<file path="config.mk">
export PLATFORM = sky130hd
export DESIGN_NAME = ssProfileGen
export DESIGN_NICKNAME = d
export VERILOG_FILES = /design/src/rtl/ssProfPkg.sv /design/src/rtl/ssStepLut.sv /design/src/rtl/ssProfileCtrl.sv /design/src/rtl/ssOffsetPath.sv /design/src/rtl/ssProfileGen.sv
export SDC_FILE = /design/constraint.sdc
export NUM_CORES = 1
export LEC_CHECK = 0
export BUFFER_PORTS_ARGS = -buffer_cell sky130_fd_sc_hd__buf_4
export CELL_PAD_IN_SITES_DETAIL_PLACEMENT = 1
export CELL_PAD_IN_SITES_GLOBAL_PLACEMENT = 1
export CORE_MARGIN = 5
export CORE_UTILIZATION = 40
export CTS_BUF_LIST = sky130_fd_sc_hd__clkbuf_2
export CTS_CLUSTER_DIAMETER = 60
export DETAILED_ROUTE_END_ITERATION = 8
export PLACE_DENSITY_LB_ADDON = 0.12
export SLEW_MARGIN = 5
export SYNTH_ARGS = -nofsm -noshare
export SYNTH_HDL_FRONTEND = slang
export SYNTH_SLANG_ARGS = --single-unit
</file>
<file path="constraint.sdc">
create_clock -name clk -period 9.09 [get_ports clk]
set_clock_uncertainty 0.2 [all_clocks]
set_input_delay 1.818 -clock clk [delete_from_list [all_inputs] [get_ports clk]]
set_output_delay 1.818 -clock clk [all_outputs]
set_load 0.005 [all_outputs]
</file>
<file path="src/rtl/ssProfPkg.sv">
package ssProfPkg;

  localparam int RANGE_W    = 2;
  localparam int SPREAD_W   = 3;
  localparam int SPREAD_TOP = 6;

  // strobes from the sequencer to the offset accumulator
  typedef struct packed {
    logic stepUp;
    logic stepDown;
    logic zeroAcc;
  } stepCtl_t;

  // quarter-period multiplier for each range code
  function automatic int rangeMult(input logic [RANGE_W-1:0] code);
    case (code)
      2'd0:    return 1;
      2'd1:    return 2;
      2'd2:    return 4;
      default: return 6;
    endcase
  endfunction

endpackage

</file>
<file path="src/rtl/ssStepLut.sv">
module ssStepLut
  import ssProfPkg::*;
#(
  parameter int QBASE     = 30,
  parameter int PEAK_UNIT = 82,
  parameter int FRAC_W    = 16,
  parameter int ACC_W     = 32
) (
  input  logic [RANGE_W-1:0]  cfgRange,
  input  logic [SPREAD_W-1:0] cfgSpread,
  output logic [ACC_W-1:0]    stepVal
);

  localparam int ENTRIES = 1 << (RANGE_W + SPREAD_W);

  logic [ACC_W-1:0] stepTab [ENTRIES];

  // per-cycle increment, rounded up so the peak lands exactly on P
  for (genvar i = 0; i < ENTRIES; i++) begin : g_step
    localparam int     RC  = i >> SPREAD_W;
    localparam int     KR  = i % (1 << SPREAD_W);
    localparam int     KC  = (KR > SPREAD_TOP) ? SPREAD_TOP : KR;
    localparam longint PK  = longint'((KC + 2) * PEAK_UNIT);
    localparam longint QQ  = longint'(QBASE * rangeMult(RANGE_W'(RC)));
    localparam longint SV  = ((PK << FRAC_W) + QQ - 1) / QQ;
    assign stepTab[i] = ACC_W'(SV);
  end

  assign stepVal = stepTab[{cfgRange, cfgSpread}];

endmodule

</file>
<file path="src/rtl/ssProfileCtrl.sv">
module ssProfileCtrl
  import ssProfPkg::*;
#(
  parameter int QBASE          = 30,
  parameter int DEFAULT_RANGE  = 2,
  parameter int DEFAULT_SPREAD = 2
) (
  input  logic                clk,
  input  logic                rstN,
  input  logic [RANGE_W-1:0]  rangeSel,
  input  logic [SPREAD_W-1:0] spreadSel,
  output logic [RANGE_W-1:0]  cfgRange,
  output logic [SPREAD_W-1:0] cfgSpread,
  output stepCtl_t            ctl,
  output logic                profileStart
);

  localparam int CNT_W = $clog2(4 * QBASE * 6);

  logic [CNT_W-1:0]    phase;
  logic [CNT_W-1:0]    quarterCur;
  logic [CNT_W-1:0]    quarterNew;
  logic [CNT_W-1:0]    halfCur;
  logic [CNT_W-1:0]    lastPh;
  logic                atEnd;
  logic                atMid;
  logic                risingPh;
  logic [SPREAD_W-1:0] spreadClamp;

  always_comb begin
    quarterCur  = CNT_W'(QBASE * rangeMult(cfgRange));
    quarterNew  = CNT_W'(QBASE * rangeMult(rangeSel));
    halfCur     = quarterCur << 1;
    lastPh      = (quarterCur << 2) - CNT_W'(1);
    atEnd       = (phase == lastPh);
    atMid       = (phase == halfCur - CNT_W'(1));
    risingPh    = (phase < quarterCur) || (phase >= halfCur + quarterCur);
    spreadClamp = (spreadSel > SPREAD_W'(SPREAD_TOP)) ? SPREAD_W'(SPREAD_TOP) : spreadSel;
  end

  always_comb begin
    ctl.zeroAcc  = atEnd || atMid;
    ctl.stepUp   = risingPh && !(atEnd || atMid);
    ctl.stepDown = !risingPh && !(atEnd || atMid);
  end

  assign profileStart = (phase == '0);

  always_ff @(posedge clk) begin
    if (!rstN) begin
      phase     <= '0;
      cfgRange  <= RANGE_W'(DEFAULT_RANGE);
      cfgSpread <= SPREAD_W'(DEFAULT_SPREAD);
    end else if (atEnd) begin
      phase     <= '0;
      cfgRange  <= rangeSel;
      cfgSpread <= spreadClamp;
    end else if (atMid) begin
      phase     <= quarterNew << 1;
      cfgRange  <= rangeSel;
      cfgSpread <= spreadClamp;
    end else begin
      phase <= phase + CNT_W'(1);
    end
  end

endmodule

</file>
<file path="src/rtl/ssOffsetPath.sv">
module ssOffsetPath
  import ssProfPkg::*;
#(
  parameter int ACC_W    = 32,
  parameter int FRAC_W   = 16,
  parameter int OFFSET_W = 16
) (
  input  logic                       clk,
  input  logic                       rstN,
  input  stepCtl_t                   ctl,
  input  logic [ACC_W-1:0]           stepVal,
  output logic signed [OFFSET_W-1:0] freqOffset
);

  logic signed [ACC_W-1:0] acc;
  logic [ACC_W-1:0]        absAcc;
  logic [OFFSET_W-1:0]     mag;

  always_ff @(posedge clk) begin
    if (!rstN)             acc <= '0;
    else if (ctl.zeroAcc)  acc <= '0;
    else if (ctl.stepUp)   acc <= acc + $signed(stepVal);
    else if (ctl.stepDown) acc <= acc - $signed(stepVal);
  end

  // sign-magnitude rounding keeps both extremes the same size
  always_comb begin
    absAcc     = acc[ACC_W-1] ? ACC_W'(-acc) : ACC_W'(acc);
    mag        = OFFSET_W'(absAcc >> FRAC_W);
    freqOffset = acc[ACC_W-1] ? -$signed(mag) : $signed(mag);
  end

endmodule

</file>
<file path="src/rtl/ssProfileGen.sv">
module ssProfileGen
  import ssProfPkg::*;
#(
  parameter int OFFSET_W       = 16,
  parameter int FRAC_W         = 16,
  parameter int ACC_W          = 32,
  parameter int QBASE          = 30,
  parameter int PEAK_UNIT      = 82,
  parameter int DEFAULT_RANGE  = 2,
  parameter int DEFAULT_SPREAD = 2
) (
  input  logic                       clk,
  input  logic                       rstN,
  input  logic [1:0]                 rangeSel,
  input  logic [2:0]                 spreadSel,
  output logic signed [OFFSET_W-1:0] freqOffset,
  output logic                       profileStart
);

  logic [RANGE_W-1:0]  cfgRange;
  logic [SPREAD_W-1:0] cfgSpread;
  logic [ACC_W-1:0]    stepVal;
  stepCtl_t            ctl;

  ssProfileCtrl #(
    .QBASE(QBASE), .DEFAULT_RANGE(DEFAULT_RANGE), .DEFAULT_SPREAD(DEFAULT_SPREAD)
  ) ctrl_i (
    .clk(clk), .rstN(rstN), .rangeSel(rangeSel), .spreadSel(spreadSel),
    .cfgRange(cfgRange), .cfgSpread(cfgSpread), .ctl(ctl), .profileStart(profileStart)
  );

  ssStepLut #(
    .QBASE(QBASE), .PEAK_UNIT(PEAK_UNIT), .FRAC_W(FRAC_W), .ACC_W(ACC_W)
  ) lut_i (
    .cfgRange(cfgRange), .cfgSpread(cfgSpread), .stepVal(stepVal)
  );

  ssOffsetPath #(
    .ACC_W(ACC_W), .FRAC_W(FRAC_W), .OFFSET_W(OFFSET_W)
  ) path_i (
    .clk(clk), .rstN(rstN), .ctl(ctl), .stepVal(stepVal), .freqOffset(freqOffset)
  );

endmodule

</file>
==> flow_summary.yaml, run 1 <==
setup_path:
  timing.setup.critical_path_class: "reg2reg"
  critical_path_arrival_ns: 7.41
  crit_path_max_incr_delay_ns: 0.60
  timing.critical_path.to_type: "register"
  slowest_stage: "sky130_fd_sc_hd__nor2_2"
  cp_max_fo: 40
  crit_path_start_kind: "register"
  crit_chain: "buf_4 -> clkinv_1 -> ha_1 -> ha_1 -> o21a_1 -> o21ai_0 -> o22ai_1 -> nand3_2 -> o21ai_1 -> nor2_2 -> inv_1 -> nand2_1 -> o21ai_0 -> fa_1 -> a211oi_1 -> o21ai_0 -> a311o_1 -> nand4_1 -> a21oi_1 -> o21a_1 -> o41ai_1 -> mux2_2"
  critPathMostFrequentCell: "sky130_fd_sc_hd__o21ai_0"
  data_required_time_of_the_critical_path_ns: 9.30
logic_synthesis:
  syn_area_mm2: 0.00569
  synth.distinct_cells: 90
  top_count_cell_post_synth: "sky130_fd_sc_hd__nor2_1"
  post_synth_inst_count: 720
  synthesis.yosys.warnings: 0
  synth_top_cell_by_area: "sky130_fd_sc_hd__dfxtp_1"
  proportion_of_synthesized_chip_area_in_sequential_cells: 0.165
  ys_top_cells_by_area: "sky130_fd_sc_hd__dfxtp_1 17%, sky130_fd_sc_hd__ha_1 15%, sky130_fd_sc_hd__xnor2_1 7.2%"
  synth_area_per_cell_um2: 7.90
  syn-num-nets: 795
  synth.ff_latch_count: 47
  number_of_synthesized_flops_with_an_enable_pin: 0
  synth_top_cells_by_count: "68 x sky130_fd_sc_hd__nor2_1, 67 x sky130_fd_sc_hd__ha_1, 56 x sky130_fd_sc_hd__a21oi_1"
  yosysTopAreaCellShare: 0.165
  synth-main-ff-cell: "sky130_fd_sc_hd__dfxtp_1"
  post_synthesis_async_set_or_reset_flop_share: 0
die:
  floorplan.rows: 43
  core_mm2: 0.0139
  die_width_um: 129
  initial_core_util: 0.408
  floorplan.io_pins: 24
  die_y_um: 129
  die_area_mm2: 0.0167
pwr:
  power_frac_seq: 0.348
  pwr-share-comb: 0.518
  power.clock.fraction: 0.134
  powerDensity_mw_per_mm2: 131
  p_int_uw: 425
  psw_uw: 356
  post-layout-total-power_uw: 781
  cellLeakagePower_uw: 0.00262
  power_switching_share: 0.456
  worst_ir_drop_vdd_mv: 0.0607
sta:
  setup_repair_after_global_routing_missed_its_margin: "no"
  slew-limit-headroom: 0.457
  final_max_slew_viol_count: 0
  fin_setup_tns_ns: 0
  finalCritPeriodShare: 0.792
  layout_min_cycle_time_ns: 7.20
  timing.final.hold_violations: 0
  fmax_achieved_mhz: 139
  setup-violations-final: 0
  finalHoldWorstSlack_ns: 0.348
  worst_pin_slew_ns: 0.813
cts:
  cts_tree: "done"
  clock_tree.root_cell: "sky130_fd_sc_hd__clkbuf_2"
  clkLatencyLatePin_ns: 0.50
  cts_hold_repair.buffers: 0
  cts.clk_slew.worst_paths_ns: 0.27
  number_of_buffers_added_by_the_clock_tree_synthesis_step: 5
  htree_levels: 2
  cts.path.max_buffers: 2
  cts.sink_count: 47
  post_cts.repair.setup_buffers: 0
  cts-resized-gates: 0
cells_and_area:
  areaGrowthSynthToFinish_pct: 5.13
  antenna_cells_inserted: 0
  final_layout_size_suffix_gt1_frac: 0.109
  fin_util: 0.429
  finish.net_count: 796
  stdcell_area_mm2: 0.00598
run_status:
  status: "finished clean"
global_route:
  grt_remaining_overflow: 0
  first_pass_grt_wire_length_um: 27600
  groute.usage.overall: 0.203
  grt_max_degree: 41
  grt_antenna_before_repair: 0
  grt_pass1_vias: 5389
drt:
  drt-vias-per-instance: 5.83
  wl_met3_um: 382
  wl_per_cell_um: 18.4
  wl_met2_um: 8140
  detailedRoute.firstPassIterationCount: 4
  met1_length_um: 7860
  route.final.wire_length_um: 16600
  initial_detailed_routing_violation_count: 220
  drc_violations: 0
  drt.antenna.violating_nets: 0
  highest_layer: "met4"
  number_of_vias_after_detailed_routing: 5258
placed_design:
  io_buffers: 23
  dp_hpwl_um: 13100
  dp_area_mm2: 0.00594
  place.gp.congestion: 0.845
worst_hold_path:
  hold_class: "reg2reg"
job:
  timing.max_cap.violations: 0
-- through the flow --
stage,setup slack (ns),instances
2_1_floorplan,3.57,720
3_3_place_gp,2.22,894
3_5_place_dp,1.92,894
4_1_cts,1.90,902
5_1_grt,1.28,902
6_report,1.89,902
-- layout by cell type (no fill, tap or decap), types with 13 or more instances in the layout --
| cell type | instances |
|---|---|
| sky130_fd_sc_hd__nor2_1 | 68 |
| sky130_fd_sc_hd__dfxtp_1 | 47 |
| sky130_fd_sc_hd__and3_1 | 17 |
| sky130_fd_sc_hd__a21o_1 | 13 |
| sky130_fd_sc_hd__o21ai_0 | 43 |
| sky130_fd_sc_hd__a211oi_1 | 14 |
| sky130_fd_sc_hd__nand2_1 | 43 |
| sky130_fd_sc_hd__nand3_1 | 18 |
| sky130_fd_sc_hd__xnor2_1 | 47 |
| sky130_fd_sc_hd__nor3_1 | 13 |
| sky130_fd_sc_hd__inv_1 | 31 |
| sky130_fd_sc_hd__xor2_1 | 35 |
| sky130_fd_sc_hd__buf_4 | 26 |
| sky130_fd_sc_hd__a21oi_1 | 56 |
| sky130_fd_sc_hd__ha_1 | 67 |
-- path summary, 6_finish.rpt --
path	from	to	slack [ns]	depth (start not counted)
worst max-delay path	ctrl_i.cfgRange[0]$_SDFFE_PN0P_	path_i.acc[28]$_SDFFE_PP0P_	1.89	22
worst min-delay path	ctrl_i.phase[0]$_SDFF_PP0_	ctrl_i.phase[0]$_SDFF_PP0_	0.35	1
worst max register to register	ctrl_i.cfgRange[0]$_SDFFE_PN0P_	path_i.acc[28]$_SDFFE_PP0P_	1.89	22
worst min register to register	ctrl_i.phase[0]$_SDFF_PP0_	ctrl_i.phase[0]$_SDFF_PP0_	0.35	1
-- cell families after synthesis --
logic type	after synthesis	share of synthesized area
compound gates	205	0.249
xor+xnor	84	0.133
fa+ha+maj	68	0.151
buf+inv	66	0.0530
flops	47	0.165
mux	12	0.0242
simple gates	238	0.224
-- power by group through the flow --
| stage | Combinational (uW) | Sequential (uW) | Clock, uW |
|---|---|---|---|
| 2_1_floorplan | 324 | 258 | 0 |
| 3_5_place_dp | 399 | 275 | 0 |
| 6_report | 405 | 271 | 105 |
| 5_1_grt | 451 | 276 | 114 |
| 3_3_place_gp | 392 | 275 | 0 |
| 4_1_cts | 402 | 272 | 108 |
-- critical path: cells and delay by family, from the launching register on --
kind | cells | cell delay, ns
compound gates | 11 | 2.68
fa+ha+maj | 3 | 1.18
buf+inv | 3 | 1.16
simple gates | 4 | 1.15
mux | 1 | 0.38
flops | 1 | 0.37
-- area by class of cell --
cell class | count | area (um^2)
repair buffers | 26 | 195
clock inverters | 2 | 12.5
inverters | 34 | 130
flip-flops and latches | 47 | 941
fillers | 1740 | 7960
multi-input cells | 607 | 4450
clock buffers | 6 | 30.0
well taps | 180 | 225
-- flip-flops by register name, summed over array words and instances, names as in the netlist --
register,cells
ctrl_i.cfgRange,2
ctrl_i.cfgSpread,3
ctrl_i.phase,10
path_i.acc,32
-- layer usage --
layer,vias to the layer above,track usage
met5,-,0
met4,0,0.0426
met3,17,0.0251
met2,57,0.357
met1,2582,0.266
li1,2602,-
Power figures use the tool's default switching activity.
==> run 2, diff against run 1 <==
- ABC_AREA: default -> 1
- clock period: 9.09 -> 6.43 ns (I/O delays scaled with it)
==> run 2 against run 1 <==
Final cell count grew 50%. Global-route usage up 2.9 points. Maximum frequency grew 37%. Power increased by 64%. Die area increased by 12%. Cell area up 14%. Via count rose by 36%. Sequential share of layout area decreased by 1.9 points. Critical path type unchanged. Largest cell class unchanged. Largest power group unchanged. Highest routed layer unchanged.
==> flow_summary.yaml, run 2 <==
logic_synthesis:
  synth-main-ff-cell: "sky130_fd_sc_hd__dfxtp_1"
  synth_top_cell_by_area: "sky130_fd_sc_hd__nand2_1"
  proportion_of_synthesized_chip_area_in_sequential_cells: 0.146
  top_count_cell_post_synth: "sky130_fd_sc_hd__nand2_1"
  ys_top_cells_by_area: "sky130_fd_sc_hd__nand2_1 19%, sky130_fd_sc_hd__dfxtp_1 15%, sky130_fd_sc_hd__ha_1 13%"
  synth_top_cells_by_count: "322 x sky130_fd_sc_hd__nand2_1, 172 x sky130_fd_sc_hd__nor2_1, 142 x sky130_fd_sc_hd__inv_1"
  post_synthesis_async_set_or_reset_flop_share: 0
  synth.ff_latch_count: 47
  number_of_synthesized_flops_with_an_enable_pin: 0
  synth.distinct_cells: 42
  post_synth_inst_count: 1127
  synthesis.yosys.warnings: 0
  synth_area_per_cell_um2: 5.70
  syn_area_mm2: 0.00642
  syn-num-nets: 1202
  yosysTopAreaCellShare: 0.188
pwr:
  post-layout-total-power_uw: 1280
  cellLeakagePower_uw: 0.00356
  power_frac_seq: 0.315
  worst_ir_drop_vdd_mv: 0.145
  pwr-share-comb: 0.579
  power.clock.fraction: 0.105
  powerDensity_mw_per_mm2: 188
  p_int_uw: 614
  power_switching_share: 0.521
  psw_uw: 669
setup_path:
  timing.critical_path.to_type: "register"
  timing.setup.critical_path_class: "reg2reg"
  cp_max_fo: 35
  data_required_time_of_the_critical_path_ns: 6.65
  crit_path_max_incr_delay_ns: 0.59
  critical_path_arrival_ns: 5.49
  crit_path_start_kind: "register"
  critPathMostFrequentCell: "sky130_fd_sc_hd__nand2_1"
  slowest_stage: "sky130_fd_sc_hd__o21ai_0"
cells_and_area:
  areaGrowthSynthToFinish_pct: 5.94
  final_layout_size_suffix_gt1_frac: 0.0518
  layout.cells.most_common: "sky130_fd_sc_hd__nand2_1"
  fillerInstances: 2293
  mostFrequentLayoutCells: "322 x sky130_fd_sc_hd__nand2_1, 172 x sky130_fd_sc_hd__nor2_1, 142 x sky130_fd_sc_hd__inv_1"
  finish.net_count: 1215
  top_regs: "path_i.acc (32), ctrl_i.phase (10), ctrl_i.cfgSpread (3)"
  largest_reg_flops: 32
  largest-register: "path_i.acc"
cts:
  cts.sink_count: 47
  clkLatencyLatePin_ns: 0.51
  cts-resized-gates: 0
  cts_tree: "done"
  htree_levels: 2
  cts_hold_repair.buffers: 0
  cts.path.max_buffers: 2
  number_of_buffers_added_by_the_clock_tree_synthesis_step: 5
  post_cts.repair.setup_buffers: 0
  cts.clk_slew.worst_paths_ns: 0.28
  clock_tree.root_cell: "sky130_fd_sc_hd__clkbuf_2"
die:
  floorplan.io_pins: 24
  initial_core_util: 0.406
  die_width_um: 137
  core_mm2: 0.0158
  die_y_um: 137
  floorplan.rows: 46
  die_area_mm2: 0.0187
sta:
  setup-violations-final: 0
  layout_min_cycle_time_ns: 5.27
  setup_repair_after_global_routing_missed_its_margin: "no"
  worst_pin_slew_ns: 0.777
  timing.final.hold_violations: 0
  finalCritPeriodShare: 0.820
  slew-limit-headroom: 0.481
  fmax_achieved_mhz: 190
  fin_setup_tns_ns: 0
  final_max_slew_viol_count: 0
drt:
  number_of_vias_after_detailed_routing: 7142
  route.final.wire_length_um: 21100
  drt.antenna.violating_nets: 0
  initial_detailed_routing_violation_count: 437
  wl_per_cell_um: 15.6
  drt-vias-per-instance: 5.26
  detailedRoute.firstPassIterationCount: 5
  drc_violations: 0
global_route:
  first_pass_grt_wire_length_um: 34700
  groute.usage.overall: 0.232
  grt_antenna_before_repair: 1
  grt_max_degree: 36
  grt_pass1_vias: 7044
  grt_remaining_overflow: 0
placed_design:
  dp_hpwl_um: 17800
  place.gp.congestion: 0.915
  io_buffers: 23
run_status:
  status: "finished clean"
job:
  timing.max_cap.violations: 0
worst_hold_path:
  hold_class: "reg2reg"
run 2: cell count changes after synthesis, sizes merged, moves of 18 or more:
| cell | before | now |
|---|---|---|
| nand2 | 44 | 325 |
| inv | 32 | 145 |
| nor2 | 70 | 173 |
| nand3 | 19 | 91 |
| xnor2 | 47 | 9 |
| a21oi | 58 | 78 |
| o21ai | 47 | 67 |
| and3 | 18 | 0 |
run 2: cells by family (layout without fill, tap and decap cells):
family                     count (synthesis)  after routing  share of synthesized area
buffers and inverters                    166            179                      0.105
xor gates and xnor gates                  31             31                     0.0434
and+or+nand+nor                          645            645                      0.426
AOI/OAI and AO/OA                        170            170                      0.146
adders and majority gates                 68             68                      0.134
DFF                                       47             47                      0.146
other                                      0              1                          0
run 2: power by group through the flow:
stage               clock, uW  combinational [uW]  sequential [uW]
global route              153                 847              409
global placement            0                 721              406
detailed placement          0                 740              408
CTS                       142                 744              402
finish                    135                 743              404
floorplan                   0                 558              373
run 2: final timing paths:
| kind | slack [ns] | endpoint | from | cells after the start |
|---|---|---|---|---|
| setup / recovery | 1.16 | path_i.acc[25]$_SDFFE_PP0P_ | ctrl_i.cfgRange[0]$_SDFFE_PN0P_ | 28 |
| setup reg to reg | 1.16 | path_i.acc[25]$_SDFFE_PP0P_ | ctrl_i.cfgRange[0]$_SDFFE_PN0P_ | 28 |
| hold / removal | 0.29 | ctrl_i.phase[0]$_SDFF_PP0_ | ctrl_i.phase[0]$_SDFF_PP0_ | 1 |
| hold reg to reg | 0.29 | ctrl_i.phase[0]$_SDFF_PP0_ | ctrl_i.phase[0]$_SDFF_PP0_ | 1 |
run 2: cell type report:
class | count | area (um^2) | share of cell area
antenna | 1 | 2.50 | 0.000368
clock buffer | 5 | 25.0 | 0.00368
clock inverter | 2 | 8.76 | 0.00129
inverter | 145 | 544 | 0.0800
multi-input combinational | 914 | 4810 | 0.707
sequential | 47 | 941 | 0.138
tap | 216 | 270 | 0.0397
timing repair buffer | 27 | 203 | 0.0298
run 2: metal layers:
metal	vias up	share of wire	routed length, um	GRT usage
li1	3657	-	-	-
met1	3369	0.50	10600	0.316
met2	92	0.46	9690	0.393
met3	24	0.024	509	0.0265
met4	0	0.017	356	0.0515
met5	-	0	0	0
run 2: critical path, delay by kind of cell (launching register included):
kind | cells | cell delay (ns)
simple gates | 12 | 1.32
compound gates | 7 | 1.48
buf+inv | 5 | 0.62
flops | 1 | 0.39
fa+ha+maj | 3 | 0.99
xor+xnor | 1 | 0.19
run 2: through the flow:
step | hold WS, ns | area [um^2] | cells | util | setup WS [ns]
2_1_floorplan | 0.217 | 6420 | 1127 | - | 1.81
3_3_place_gp | 0.241 | 6770 | 1349 | 0.428 | 1.29
3_5_place_dp | 0.246 | 6770 | 1349 | 0.428 | 1.22
4_1_cts | 0.290 | 6800 | 1356 | 0.430 | 1.11
5_1_grt | 0.295 | 6810 | 1357 | 0.430 | 0.584
6_report | 0.286 | 6810 | 1357 | 0.430 | 1.16
